## src/rtl/audio_tx_pkg.sv

```systemverilog
// Shared types and helpers for the audio serial transmitter.
// Assumes: callers pass widths as plain bit counts.
package audio_tx_pkg;

    typedef enum logic [1:0] {
        FMT_I2S   = 2'd0,
        FMT_LEFT  = 2'd1,
        FMT_RIGHT = 2'd2,
        FMT_SPARE = 2'd3
    } fmt_e;

    // True when the requested sample width is one the serializer supports.
    function automatic logic width_legal(input logic [4:0] w);
        return (w == 5'd8) || (w == 5'd16) || (w == 5'd24);
    endfunction

endpackage

```

## src/rtl/atx_fifo.sv

```systemverilog
// Transmit sample FIFO: circular buffer with occupancy count.
// Assumes: flush wins over push/pop; pushes while full are dropped.
module atx_fifo #(
    parameter int DATA_W = 24,
    parameter int DEPTH  = 16,
    localparam int PTR_W = $clog2(DEPTH),
    localparam int CNT_W = $clog2(DEPTH + 1)
) (
    input  logic              clk,
    input  logic              rst_n,
    input  logic              flush,
    input  logic              push,
    input  logic [DATA_W-1:0] push_data,
    input  logic              pop,
    output logic [DATA_W-1:0] head,
    output logic [CNT_W-1:0]  count,
    output logic              full,
    output logic              empty
);
    logic [DATA_W-1:0] mem [DEPTH];
    logic [PTR_W-1:0]  wr_ptr, rd_ptr;
    logic              do_push, do_pop;

    assign full    = (count == CNT_W'(DEPTH));
    assign empty   = (count == '0);
    assign do_push = push && !full;
    assign do_pop  = pop && !empty;
    assign head    = mem[rd_ptr];

    // Pointer and occupancy bookkeeping.
    always_ff @(posedge clk) begin
        if (!rst_n || flush) begin
            wr_ptr <= '0;
            rd_ptr <= '0;
            count  <= '0;
        end else begin
            if (do_push)
                wr_ptr <= (wr_ptr == PTR_W'(DEPTH - 1)) ? '0 : wr_ptr + 1'b1;
            if (do_pop)
                rd_ptr <= (rd_ptr == PTR_W'(DEPTH - 1)) ? '0 : rd_ptr + 1'b1;
            case ({do_push, do_pop})
                2'b10:   count <= count + 1'b1;
                2'b01:   count <= count - 1'b1;
                default: count <= count;
            endcase
        end
    end

    // Storage write; no reset needed on data.
    always_ff @(posedge clk) begin
        if (do_push && !flush)
            mem[wr_ptr] <= push_data;
    end

endmodule

```

## src/rtl/atx_frame.sv

```systemverilog
// Frame tracker: picks the strobe source, finds word-select changes and
// counts the bit position inside the current half-frame.
// Assumes: word-select only changes together with a bit strobe.
module atx_frame #(
    parameter int HALF_BITS = 32,
    localparam int POS_W = $clog2(HALF_BITS + 1)
) (
    input  logic             clk,
    input  logic             rst_n,
    input  logic             master,
    input  logic             m_bclk_en,
    input  logic             m_ws,
    input  logic             s_bclk_en,
    input  logic             s_ws,
    output logic             bclk_en,
    output logic             ws_now,
    output logic             half_start,
    output logic [POS_W-1:0] pos_next
);
    logic             ws_prev;
    logic [POS_W-1:0] pos_q;

    assign bclk_en    = master ? m_bclk_en : s_bclk_en;
    assign ws_now     = master ? m_ws : s_ws;
    assign half_start = bclk_en && (ws_now != ws_prev);

    // Next position: restart at a word-select change, else advance and saturate.
    always_comb begin
        if (ws_now != ws_prev)
            pos_next = '0;
        else if (pos_q == POS_W'(HALF_BITS))
            pos_next = pos_q;
        else
            pos_next = pos_q + 1'b1;
    end

    // Track the last word-select level and the position on each bit strobe.
    always_ff @(posedge clk) begin
        if (!rst_n) begin
            ws_prev <= 1'b0;
            pos_q   <= POS_W'(HALF_BITS);
        end else if (bclk_en) begin
            ws_prev <= ws_now;
            pos_q   <= pos_next;
        end
    end

endmodule

```

## src/rtl/atx_shift.sv

```systemverilog
// Serializer: holds the word of the current half-frame and drives the bit
// that the framing style puts at each position.
// Assumes: width never exceeds DATA_W; positions beyond the window send 0.
module atx_shift
    import audio_tx_pkg::*;
#(
    parameter int DATA_W    = 24,
    parameter int HALF_BITS = 32,
    localparam int POS_W    = $clog2(HALF_BITS + 1)
) (
    input  logic              clk,
    input  logic              rst_n,
    input  logic              bclk_en,
    input  logic              half_start,
    input  logic [DATA_W-1:0] load_word,
    input  logic [POS_W-1:0]  pos_next,
    input  logic [4:0]        width,
    input  fmt_e              fmt,
    output logic              sd
);
    logic [DATA_W-1:0] word_q;
    logic [DATA_W-1:0] word_sel;
    logic              bit_now;

    // Bit of the word placed at a given position for the selected style.
    function automatic logic pick_bit(input logic [DATA_W-1:0] w_in,
                                      input int p, input int w, input fmt_e f);
        int                idx;
        logic [DATA_W-1:0] sh;
        idx = -1;
        case (f)
            FMT_I2S:   if (p >= 1 && p <= w) idx = w - p;
            FMT_RIGHT: if (p >= HALF_BITS - w && p < HALF_BITS) idx = HALF_BITS - 1 - p;
            default:   if (p < w) idx = w - 1 - p;
        endcase
        if (idx < 0 || idx >= DATA_W)
            return 1'b0;
        sh = w_in >> idx;
        return sh[0];
    endfunction

    assign word_sel = half_start ? load_word : word_q;
    assign bit_now  = pick_bit(word_sel, int'(pos_next), int'(width), fmt);

    // Register the data bit and latch the new word at each half-frame start.
    always_ff @(posedge clk) begin
        if (!rst_n) begin
            word_q <= '0;
            sd     <= 1'b0;
        end else if (bclk_en) begin
            sd <= bit_now;
            if (half_start)
                word_q <= load_word;
        end
    end

endmodule

```

## src/rtl/audio_ser_tx.sv

```systemverilog
// Audio serial transmitter top: FIFO, frame tracker, serializer and the
// run/pause, width and underrun control.
// Assumes: every half-frame is HALF_BITS strobes long; FIFO words alternate
// left then right, and running always begins on a left half-frame.
module audio_ser_tx
    import audio_tx_pkg::*;
#(
    parameter int DATA_W    = 24,
    parameter int DEPTH     = 16,
    parameter int HALF_BITS = 32,
    localparam int CNT_W    = $clog2(DEPTH + 1),
    localparam int POS_W    = $clog2(HALF_BITS + 1)
) (
    input  logic              clk,
    input  logic              rst_n,
    input  logic [1:0]        cfg_fmt,
    input  logic              cfg_ws_inv,
    input  logic              cfg_master,
    input  logic              cfg_active,
    input  logic              width_wr,
    input  logic [4:0]        width_val,
    output logic [4:0]        width_cur,
    input  logic              push,
    input  logic [DATA_W-1:0] push_data,
    input  logic              flush,
    input  logic              m_bclk_en,
    input  logic              m_ws,
    input  logic              s_bclk_en,
    input  logic              s_ws,
    input  logic              underrun_clr,
    output logic              sd_out,
    output logic [CNT_W-1:0]  fifo_count,
    output logic              fifo_full,
    output logic              underrun,
    output logic              tx_running
);
    fmt_e              fmt;
    logic [4:0]        width_q;
    logic              run_q, run_next;
    logic              fifo_empty, pop_w, under_set, left_next;
    logic              bclk_en, ws_now, half_start;
    logic [POS_W-1:0]  pos_next;
    logic [DATA_W-1:0] head, load_word;

    assign fmt        = fmt_e'(cfg_fmt);
    assign width_cur  = width_q;
    assign tx_running = run_q;

    atx_fifo #(.DATA_W(DATA_W), .DEPTH(DEPTH)) u_fifo (
        .clk(clk), .rst_n(rst_n), .flush(flush), .push(push),
        .push_data(push_data), .pop(pop_w), .head(head),
        .count(fifo_count), .full(fifo_full), .empty(fifo_empty)
    );

    atx_frame #(.HALF_BITS(HALF_BITS)) u_frame (
        .clk(clk), .rst_n(rst_n), .master(cfg_master),
        .m_bclk_en(m_bclk_en), .m_ws(m_ws), .s_bclk_en(s_bclk_en), .s_ws(s_ws),
        .bclk_en(bclk_en), .ws_now(ws_now), .half_start(half_start),
        .pos_next(pos_next)
    );

    atx_shift #(.DATA_W(DATA_W), .HALF_BITS(HALF_BITS)) u_shift (
        .clk(clk), .rst_n(rst_n), .bclk_en(bclk_en), .half_start(half_start),
        .load_word(load_word), .pos_next(pos_next), .width(width_q),
        .fmt(fmt), .sd(sd_out)
    );

    // Channel of the half-frame now starting: I2S puts left on low, the
    // justified styles on high; the invert control swaps either.
    assign left_next = ((fmt == FMT_I2S) ? ~ws_now : ws_now) ^ cfg_ws_inv;

    // Run state may change only where a left half-frame begins.
    always_comb begin
        run_next = run_q;
        if (half_start && left_next)
            run_next = cfg_active;
    end

    assign pop_w     = half_start && run_next && !fifo_empty;
    assign under_set = half_start && run_next && fifo_empty;
    assign load_word = pop_w ? head : '0;

    // Run/pause state register.
    always_ff @(posedge clk) begin
        if (!rst_n) run_q <= 1'b0;
        else        run_q <= run_next;
    end

    // Sample-width register; unsupported values are refused.
    always_ff @(posedge clk) begin
        if (!rst_n)
            width_q <= 5'd16;
        else if (width_wr && width_legal(width_val))
            width_q <= width_val;
    end

    // Sticky underrun flag; a new underrun wins over a clear.
    always_ff @(posedge clk) begin
        if (!rst_n)            underrun <= 1'b0;
        else if (under_set)    underrun <= 1'b1;
        else if (underrun_clr) underrun <= 1'b0;
    end

endmodule

```

## config.mk

```make
export PLATFORM = sky130hd
export DESIGN_NAME = audio_ser_tx
export DESIGN_NICKNAME = d
export VERILOG_FILES = /design/src/rtl/audio_tx_pkg.sv /design/src/rtl/atx_fifo.sv /design/src/rtl/atx_frame.sv /design/src/rtl/atx_shift.sv /design/src/rtl/audio_ser_tx.sv
export SDC_FILE = /design/constraint.sdc
export NUM_CORES = 1
export LEC_CHECK = 0
export BUFFER_PORTS_ARGS = -buffer_cell sky130_fd_sc_hd__buf_2
export CAP_MARGIN = 0
export CORE_UTILIZATION = 45
export CTS_CLUSTER_DIAMETER = 40
export DETAILED_ROUTE_END_ITERATION = 12
export GPL_TIMING_DRIVEN = 0
export PLACE_DENSITY = 0.64
export REMOVE_ABC_BUFFERS = 1
export SLEW_MARGIN = 5
export SYNTH_ARGS = -nofsm -noshare
export SYNTH_HDL_FRONTEND = slang
export SYNTH_SLANG_ARGS = --single-unit
```

## constraint.sdc

```tcl
create_clock -name clk -period 4.6 [get_ports clk]
set_clock_uncertainty 0.15 [all_clocks]
set_input_delay 0.46 -clock clk [delete_from_list [all_inputs] [get_ports clk]]
set_output_delay 0.46 -clock clk [all_outputs]
set_load 0.01 [all_outputs]
```

==> flow_summary.toml, run 1 <==
[status]
outcome = "complete, but fails checks"
violations = "negative setup slack"

[synthesis]
avgSynthCellArea_sq_um = 17.6
synth_seq_cells = 440
netlist_area_sq_mm = 0.0184
synthFlopType = "edfxtp_1"
synth_edf_count = 384
ys_types = 69
synthArstFlopShare = 0
synth_warnings = 0
ys_seq_area_frac = 0.687
syn_inst = 1048

[placed_design]
hpwl_um = 24600
portBuffers = 57
place_congestion = 0.824

[floorplanning]
die_area_sq_mm = 0.0418
die_x_um = 204
io_pins = 58
die_h_um = 204
placementRows = 73
initial_utilization = 0.460
coreArea_sq_mm = 0.0401

[cts]
clock_latency_ns = 0.60
clockBufferDepth = 3
tritoncts = "done"
cts-root-buf = "clkbuf_16"
cts_made_buffers = 56
clk_pin_slew_ns = 0.06
clkSinkCount = 440
htreeDepth = 2

[critical_path]
crit_slowest_cell = "or4_4"
ff2ff_path_depth = 30
critPathCaptureType = "flop"
required_ns = 4.93
critPathLaunchType = "flop"
cpPeakStageDelay_ns = 0.45
path_common_cell = "buf_4"
arrival_ns = 5.20
critical_path_class = "flop to flop"
cp_max_fo = 3

[global_route]
grt_use_total = 0.202
grt_pass1_wl_um = 62200
first_global_vias = 10300
antenna_found_initial = 3
grt_max_degree = 47
gr-total-overflow = 0

[detailed_routing]
wl_um = 41000
first_pass_iters = 4
antenna_left = 0
wire_per_inst_um = 23.5
drc = 0
vias = 10100
post_drt_via_cell_ratio = 5.79
drt_iter0_drc = 817

[final_layout]
area_growth_pct = 19.4
fin_nets = 1256
post-route-util = 0.549
layout-drive-gt1-share = 0.298
fill_cells = 3034

[timing]
period_share = 1.06
rsz0062_at_grt = "yes"
maxSlewHeadroom = 0.250
period_needed_ns = 4.87
fin_ws_ns = -0.265
final_max_slew_viol_count = 0
finalHoldViolCount = 0
holdWs_ns = 0.0532
finalSetupViolCount = 1
worst_pin_slew_ns = 1.12
tns_ns = -0.265
fmax_ghz = 0.206

[power]
ir_worst_vdd_mv = 0.303
p_leak_nw = 7.38
p_per_area_mw_per_mm2 = 411

[worst_hold_path]
min_path_cells = 3
hp-class = "input pin to flop"

[job]
maxCapViolations = 0
repair_timing:
action / 4_1_cts / 5_1_grt
endpoints found under the setup margin: 1 / 1
endpoints found under the hold margin: 3 / 0
setup buffers: 23 / 1
gates resized for setup: 22 / 6
pin swaps: 16 / 7
hold buffers: 3 / 0
per-stage QoR:
step | setup WS (ns) | area [sq um] | power (mW) | instances
2_1_floorplan | -1.48 | 18200 | 4.65 | 997
3_3_place_gp | -3.57 | 19100 | 4.77 | 1579
3_5_place_dp | -1.18 | 19800 | 4.78 | 1611
4_1_cts | -0.177 | 22000 | 9.11 | 1741
5_1_grt | -0.474 | 22000 | 9.33 | 1742
6_report | -0.265 | 22000 | 9.05 | 1743
routing by layer:
| metal | vias to the layer above | track usage | share of wire |
|---|---|---|---|
| li1 | 4496 | - | - |
| met5 | - | 0 | 0.00056 |
| met1 | 5223 | 0.287 | 0.45 |
| met2 | 296 | 0.311 | 0.47 |
| met4 | 4 | 0.0621 | 0.025 |
| met3 | 74 | 0.0466 | 0.061 |
critical path: cells and delay by family (launching register included):
family	cells	cell delay, ns
buffers and inverters	15	1.36
AND/OR/NAND/NOR	6	1.19
AO/OA/AOI/OAI	6	1.01
adder cells (fa/ha/maj)	3	0.68
flip-flops	1	0.35
sequential cells by signal, summed over array words and instances, names as in the netlist, 4 cells and up, named ones only:
| signal | flops |
|---|---|
| u_fifo.mem | 384 |
| u_shift.word_q | 24 |
| u_frame.pos_q | 6 |
| u_fifo.count | 5 |
| width_cur | 5 |
| u_fifo.rd_ptr | 4 |
| u_fifo.wr_ptr | 4 |
area by class of cell:
| cell class | instances | area [sq um] | area share |
|---|---|---|---|
| Clock inverter | 41 | 437 | 0.0198 |
| Sequential cell | 440 | 12700 | 0.575 |
| Tap cell | 525 | 657 | 0.0298 |
| Clock buffer | 63 | 1430 | 0.0649 |
| Inverter | 30 | 113 | 0.00512 |
| Multi-Input combinational cell | 527 | 5660 | 0.257 |
| Timing Repair Buffer | 116 | 1050 | 0.0477 |
| Antenna cell | 1 | 2.50 | 0.000114 |
cell usage after synthesis, drive strengths merged, types with 5 or more instances:
| master | number | share of area |
|---|---|---|
| and3 | 7 | 0.0024 |
| o211ai | 8 | 0.0038 |
| edfxtp | 384 | 0.63 |
| mux2i | 20 | 0.011 |
| o31ai | 5 | 0.0020 |
| clkbuf | 26 | 0.0053 |
| nand3 | 12 | 0.0033 |
| inv | 30 | 0.0061 |
| a22oi | 14 | 0.0057 |
| mux4 | 104 | 0.13 |
| ha | 38 | 0.026 |
| a22o | 26 | 0.012 |
| xnor2 | 12 | 0.0057 |
| nor2b | 11 | 0.0037 |
| nand2b | 8 | 0.0027 |
| nor2 | 38 | 0.0077 |
| nand2 | 48 | 0.0098 |
| nor3 | 10 | 0.0027 |
| a221oi | 7 | 0.0037 |
| buf | 25 | 0.0077 |
| a21boi | 5 | 0.0020 |
| nand4 | 7 | 0.0024 |
| or3 | 5 | 0.0017 |
| a21oi | 21 | 0.0057 |
| and2 | 16 | 0.0054 |
| dfxtp | 56 | 0.061 |
| xor2 | 10 | 0.0048 |
| a211o | 6 | 0.0029 |
| o211a | 13 | 0.0071 |
| o21ai | 23 | 0.0065 |
placed cells by master, fill, tap and decap left out, types with 10 or more instances in the layout:
cell,netlist,final
inv_1,29,29
a21oi_1,21,20
xnor2_1,12,12
nand3_1,12,12
buf_2,12,57
nor2_4,0,12
o21ai_0,21,19
a22oi_1,14,14
nor2_1,38,24
o211a_1,13,13
dfxtp_1,56,51
ha_1,38,36
edfxtp_1,384,384
a22o_1,26,26
nand2_1,48,47
buf_4,3,28
mux2i_1,19,19
mux4_2,104,104
and2_1,15,16
buf_12,0,10
clkbuf_16,0,56
worst paths after layout:
| kind | endpoint | slack, ns | startpoint |
|---|---|---|---|
| setup / recovery | u_shift.sd | -0.27 | u_frame.pos_q[0] |
| hold / removal | u_frame.ws_prev | 0.05 | m_ws |
| setup reg to reg | u_shift.sd | -0.27 | u_frame.pos_q[0] |
| hold reg to reg | u_shift.word_q[19] | 0.35 | u_shift.word_q[19] |
report_power, final:
part           leakage (nW)  internal (mW)  switching, mW
clock                 0.902           2.57           1.75
combinational          2.56          0.148          0.216
sequential             3.91           4.35         0.0115
total                  7.38           7.07           1.98
kinds of logic (layout without fill, tap and decap cells):
group           Yosys count  in the layout  synth area share
flops                   440            440             0.687
simple gates            182            182            0.0510
compound gates          156            156            0.0638
mux                     125            125             0.139
buf+inv                  81            250            0.0191
fa+ha+maj                41             41            0.0291
xor+xnor                 23             23            0.0117
other cells               0              1                 0
Note: power is estimated with default switching activity, not from simulation.
==> inputs of run 2 (changes only) <==
==> constraint.sdc (replaced) <==
create_clock -name clk -period 4.6 [get_ports clk]
set_clock_uncertainty 0.15 [all_clocks]
set_input_delay 0.92 -clock clk [delete_from_list [all_inputs] [get_ports clk]]
set_output_delay 0.92 -clock clk [all_outputs]
set_load 0.01 [all_outputs]
==> run 2 against run 1 <==
Effect of this change:
- the run still ends with negative setup slack left
- register-to-register slack improved by 0.06 ns
- die area unchanged
- first-iteration DRC count is 9.4% lower
- combinational power hardly changed
- wire length is 0.26% lower
- clock power barely moved
- maximum frequency increased by 1.2%
- sequential power about the same
- via count up 0.32%
- largest power group unchanged
==> flow_summary.toml, run 2 (synthesized netlist as in run 1, its figures left out) <==
[status]
outcome = "complete, but fails checks"
violations = "negative setup slack"

[cts]
cts-root-buf = "clkbuf_16"
clockBufferDepth = 3
clk_pin_slew_ns = 0.06
cts_made_buffers = 56
clock_latency_ns = 0.59
clkSinkCount = 440
ctsHoldBuffers = 0
tritoncts = "done"
htreeDepth = 2

[global_route]
grt_max_degree = 47
first_global_vias = 10300
grt_pass1_wl_um = 62000
gr-total-overflow = 0
grt_use_total = 0.202
antenna_found_initial = 3

[placed_design]
portBuffers = 57
dp_slack_ns = -1.64
place_congestion = 0.824
hpwl_um = 24600

[floorplanning]
die_area_sq_mm = 0.0418
placementRows = 73
coreArea_sq_mm = 0.0401
io_pins = 58
initial_utilization = 0.460
die_h_um = 204
die_x_um = 204

[critical_path]
required_ns = 4.93
critPathLaunchType = "flop"
critical_path_class = "flop to flop"
crit_slowest_cell = "or4_4"
arrival_ns = 5.14
cp_max_fo = 3
cpPeakStageDelay_ns = 0.43
path_common_cell = "buf_4"
critPathCaptureType = "flop"

[power]
clock_power_share = 0.477
finalPower_mw = 9.05
switchingPower_mw = 1.98
ir_worst_vdd_mv = 0.303
seq_power_share = 0.483
p_leak_nw = 7.38
p_int_mw = 7.07
switching_share = 0.219
p_per_area_mw_per_mm2 = 411
power_frac_comb = 0.041

[detailed_routing]
first_pass_iters = 5
antenna_left = 0
post_drt_via_cell_ratio = 5.82
wl_um = 40900
drc = 0
wire_per_inst_um = 23.5
vias = 10100
drt_iter0_drc = 740

[final_layout]
final_common_cell = "edfxtp_1"
area_growth_pct = 19.5
layout-drive-gt1-share = 0.302
final_cell_mix = "384 x edfxtp_1, 104 x mux4_2, 56 x clkbuf_16, 56 x buf_2, 51 x dfxtp_1"
largest_reg_flops = 384
regMostFlops = "u_fifo.mem"
reg_top3 = "u_fifo.mem: 384 flops, u_shift.word_q: 24 flops, u_frame.pos_q: 6 flops"
fill_cells = 3031
fin_nets = 1254

[job]
maxCapViolations = 0

[worst_hold_path]
hp-class = "flop to flop"

[timing]
finalSetupViolCount = 1
period_share = 1.05
rsz0062_at_grt = "yes"
tns_ns = -0.210
maxSlewHeadroom = 0.262
period_needed_ns = 4.81
fmax_ghz = 0.208
final_max_slew_viol_count = 0
finalHoldViolCount = 0
worst_pin_slew_ns = 1.11
fin_ws_ns = -0.210
holdWs_ns = 0.351
[run 2: worst paths after layout]
path                 startpoint                 end  slack (ns)  cells after the start
min reg2reg  u_shift.word_q[14]  u_shift.word_q[14]        0.35                      1
min          u_shift.word_q[14]  u_shift.word_q[14]        0.35                      1
max            u_frame.pos_q[0]          u_shift.sd       -0.21                     30
max reg2reg    u_frame.pos_q[0]          u_shift.sd       -0.21                     30
[run 2: power groups by stage]
stage               clock (mW)  combinational (mW)  sequential [mW]
CTS                       4.39               0.360             4.37
global route              4.56               0.407             4.37
global placement             0               0.313             4.45
floorplan                    0               0.192             4.45
detailed placement           0               0.329             4.45
finish                    4.31               0.368             4.37
[run 2: routing by layer]
metal / GRT usage / up-vias / wire [um]
met5: 0 / - / 23
met4: 0.0621 / 4 / 1020
met3: 0.0466 / 74 / 2740
met2: 0.310 / 342 / 18900
met1: 0.287 / 5212 / 18200
li1: - / 4493 / -
[run 2: layout make-up]
type                       instances  area [sq um]  share of cell area
clock buffer                      63          1430              0.0648
timing repair buffer             114          1030              0.0468
multi-input combinational        527          5690               0.258
clock inverter                    41           437              0.0198
inverter                          30           113             0.00511
sequential                       440         12700               0.575
antenna                            1          2.50            0.000114
tap                              525           657              0.0298
[run 2: metrics by stage]
stage | util | cells | area [sq um]
global route | 0.549 | 1740 | 22000
finish | 0.549 | 1741 | 22000
CTS | 0.548 | 1738 | 22000
global placement | 0.477 | 1579 | 19100
floorplan | - | 997 | 18200
detailed placement | 0.494 | 1611 | 19800
[run 2: worst max-delay path, delay by kind of cell, from the launching register on]
kind	cells	cell delay (ns)
AO/OA/AOI/OAI	6	1.01
adder cells (fa/ha/maj)	3	0.65
AND/OR/NAND/NOR	6	1.16
flip-flops	1	0.35
buffers and inverters	15	1.36
[run 2: repair_timing]
action,in CTS,in global routing
gates resized for setup,30,6
setup endpoints to repair,1,1
setup buffers,23,2
gates cloned,0,0
pin swaps,18,13
==> inputs of run 3 (changes only) <==
--- a/config.mk
+++ b/config.mk
@@ -12,6 +12,7 @@
 export DETAILED_ROUTE_END_ITERATION = 12
 export GPL_TIMING_DRIVEN = 0
 export PLACE_DENSITY = 0.64
+export RECOVER_POWER = 50
 export REMOVE_ABC_BUFFERS = 1
 export SLEW_MARGIN = 5
 export SYNTH_ARGS = -nofsm -noshare
==> run 3 against run 2 <==
Effect of this change:
- the flow still finishes with violations (negative setup slack)
- design area shrank 0.15%
- clock power is essentially flat
- sequential power is essentially flat
- sequential share of layout area grew 0.085 points
- total power is essentially flat
- critical path depth is the same
- via count is essentially flat
- flip-flop and latch count is the same
- register-to-register slack is essentially flat
- die area is the same
- critical endpoint unchanged
==> flow_summary.toml, run 3 (synthesized netlist as in run 1, its figures left out) <==
[status]
outcome = "complete, but fails checks"
violations = "negative setup slack"

[critical_path]
critPathLaunchType = "flop"
crit_slowest_cell = "or4_4"
critPathCaptureType = "flop"
arrival_ns = 5.15
path_common_cell = "buf_4"
required_ns = 4.93
cpPeakStageDelay_ns = 0.43
critical_path_class = "flop to flop"
cp_max_fo = 3

[detailed_routing]
wire_per_inst_um = 23.6
drc = 0
antenna_left = 0
first_pass_iters = 5
vias = 10100
wl_um = 41000
post_drt_via_cell_ratio = 5.82
drt_iter0_drc = 723

[cts]
clkSinkCount = 440
clockBufferDepth = 3
cts_made_buffers = 56
clk_pin_slew_ns = 0.06
clock_latency_ns = 0.59
tritoncts = "done"
cts-root-buf = "clkbuf_16"
htreeDepth = 2

[power]
switchingPower_mw = 1.98
ir_worst_vdd_mv = 0.302
p_int_mw = 7.07
seq_power_share = 0.483
power_frac_comb = 0.040
p_per_area_mw_per_mm2 = 412
switching_share = 0.219
p_leak_nw = 7.32
clock_power_share = 0.477

[global_route]
grt_pass1_wl_um = 62000
first_global_vias = 10300
antenna_found_initial = 1
grt_use_total = 0.202
grt_max_degree = 47
gr-total-overflow = 0

[timing]
fin_ws_ns = -0.214
finalHoldViolCount = 0
fmax_ghz = 0.208
rsz0062_at_grt = "yes"
worst_pin_slew_ns = 1.10
period_needed_ns = 4.81
final_max_slew_viol_count = 0
finalSetupViolCount = 1
maxSlewHeadroom = 0.267
tns_ns = -0.214
period_share = 1.05

[final_layout]
fin_nets = 1254
largest_reg_flops = 384
regMostFlops = "u_fifo.mem"
layout-drive-gt1-share = 0.282
final_common_cell = "edfxtp_1"
area_growth_pct = 19.3
diodes = 0
final_cell_mix = "384 x edfxtp_1, 104 x mux4_2, 56 x clkbuf_16"
reg_top3 = "u_fifo.mem: 384 flops, u_shift.word_q: 24 flops, u_frame.pos_q: 6 flops"

[floorplanning]
placementRows = 73
initial_utilization = 0.460
die_h_um = 204
die_x_um = 204
die_area_sq_mm = 0.0418
io_pins = 58
coreArea_sq_mm = 0.0401

[job]
maxCapViolations = 0

[worst_hold_path]
hp-class = "flop to flop"

[placed_design]
portBuffers = 57
hpwl_um = 24600
dp_slack_ns = -1.64
place_congestion = 0.824
-- run 3: cell count changes in the layout (fill, tap and decap cells not counted) --
cell / change
buf_2: -24
clkbuf_1: +24
diode_2: -1
-- run 3: critical path, delay by kind of cell, from the launching register on --
kind,cells,cell delay [ns]
compound gates,6,1.01
fa+ha+maj,3,0.65
buf+inv,15,1.36
flops,1,0.35
simple gates,6,1.16
-- run 3: through the flow --
stage | std cells | instance area (sq um) | power, mW | utilization | hold slack (ns)
after global routing | 1740 | 22000 | 9.33 | 0.548 | 0.362
final | 1740 | 22000 | 9.05 | 0.548 | 0.354
after detailed placement | 1611 | 19800 | 4.78 | 0.494 | 0.335
after global placement | 1579 | 19100 | 4.77 | 0.477 | 0.327
after CTS | 1738 | 22000 | 9.11 | 0.548 | 0.350
after floorplan | 997 | 18200 | 4.65 | - | 0.316
-- run 3: what timing repair did --
action / 4_1_cts / 5_1_grt
endpoints found under the setup margin: 1 / 1
pin swaps: 18 / 13
hold buffers: 0 / 0
gates resized for setup: 30 / 6
setup buffers: 23 / 2
-- run 3: area by class of cell --
class / instances / area [sq um]
clock buffers: 63 / 1430
clock inverters: 41 / 437
fillers: 3031 / 18100
inverters: 30 / 113
multi-input cells: 527 / 5690
flip-flops and latches: 440 / 12700
well taps: 525 / 657
repair buffers: 114 / 1000
-- run 3: final timing paths --
| kind | start | endpoint | slack (ns) | cells after the start |
|---|---|---|---|---|
| max | u_frame.pos_q[0] | u_shift.sd | -0.21 | 30 |
| max reg2reg | u_frame.pos_q[0] | u_shift.sd | -0.21 | 30 |
| min reg2reg | u_shift.word_q[19] | u_shift.word_q[19] | 0.35 | 1 |
| min | u_shift.word_q[19] | u_shift.word_q[19] | 0.35 | 1 |
-- run 3: power groups by stage --
stage	sequential [mW]	clock, mW	combinational [mW]
after floorplan	4.45	0	0.192
after global placement	4.45	0	0.313
after detailed placement	4.45	0	0.329
after CTS	4.37	4.39	0.360
after global routing	4.37	4.56	0.404
final	4.37	4.32	0.366
-- run 3: layer usage --
metal  GRT usage  share of wire
met5           0        0.00027
met4      0.0621          0.025
met3      0.0466          0.062
met2       0.310           0.46
met1       0.287           0.45
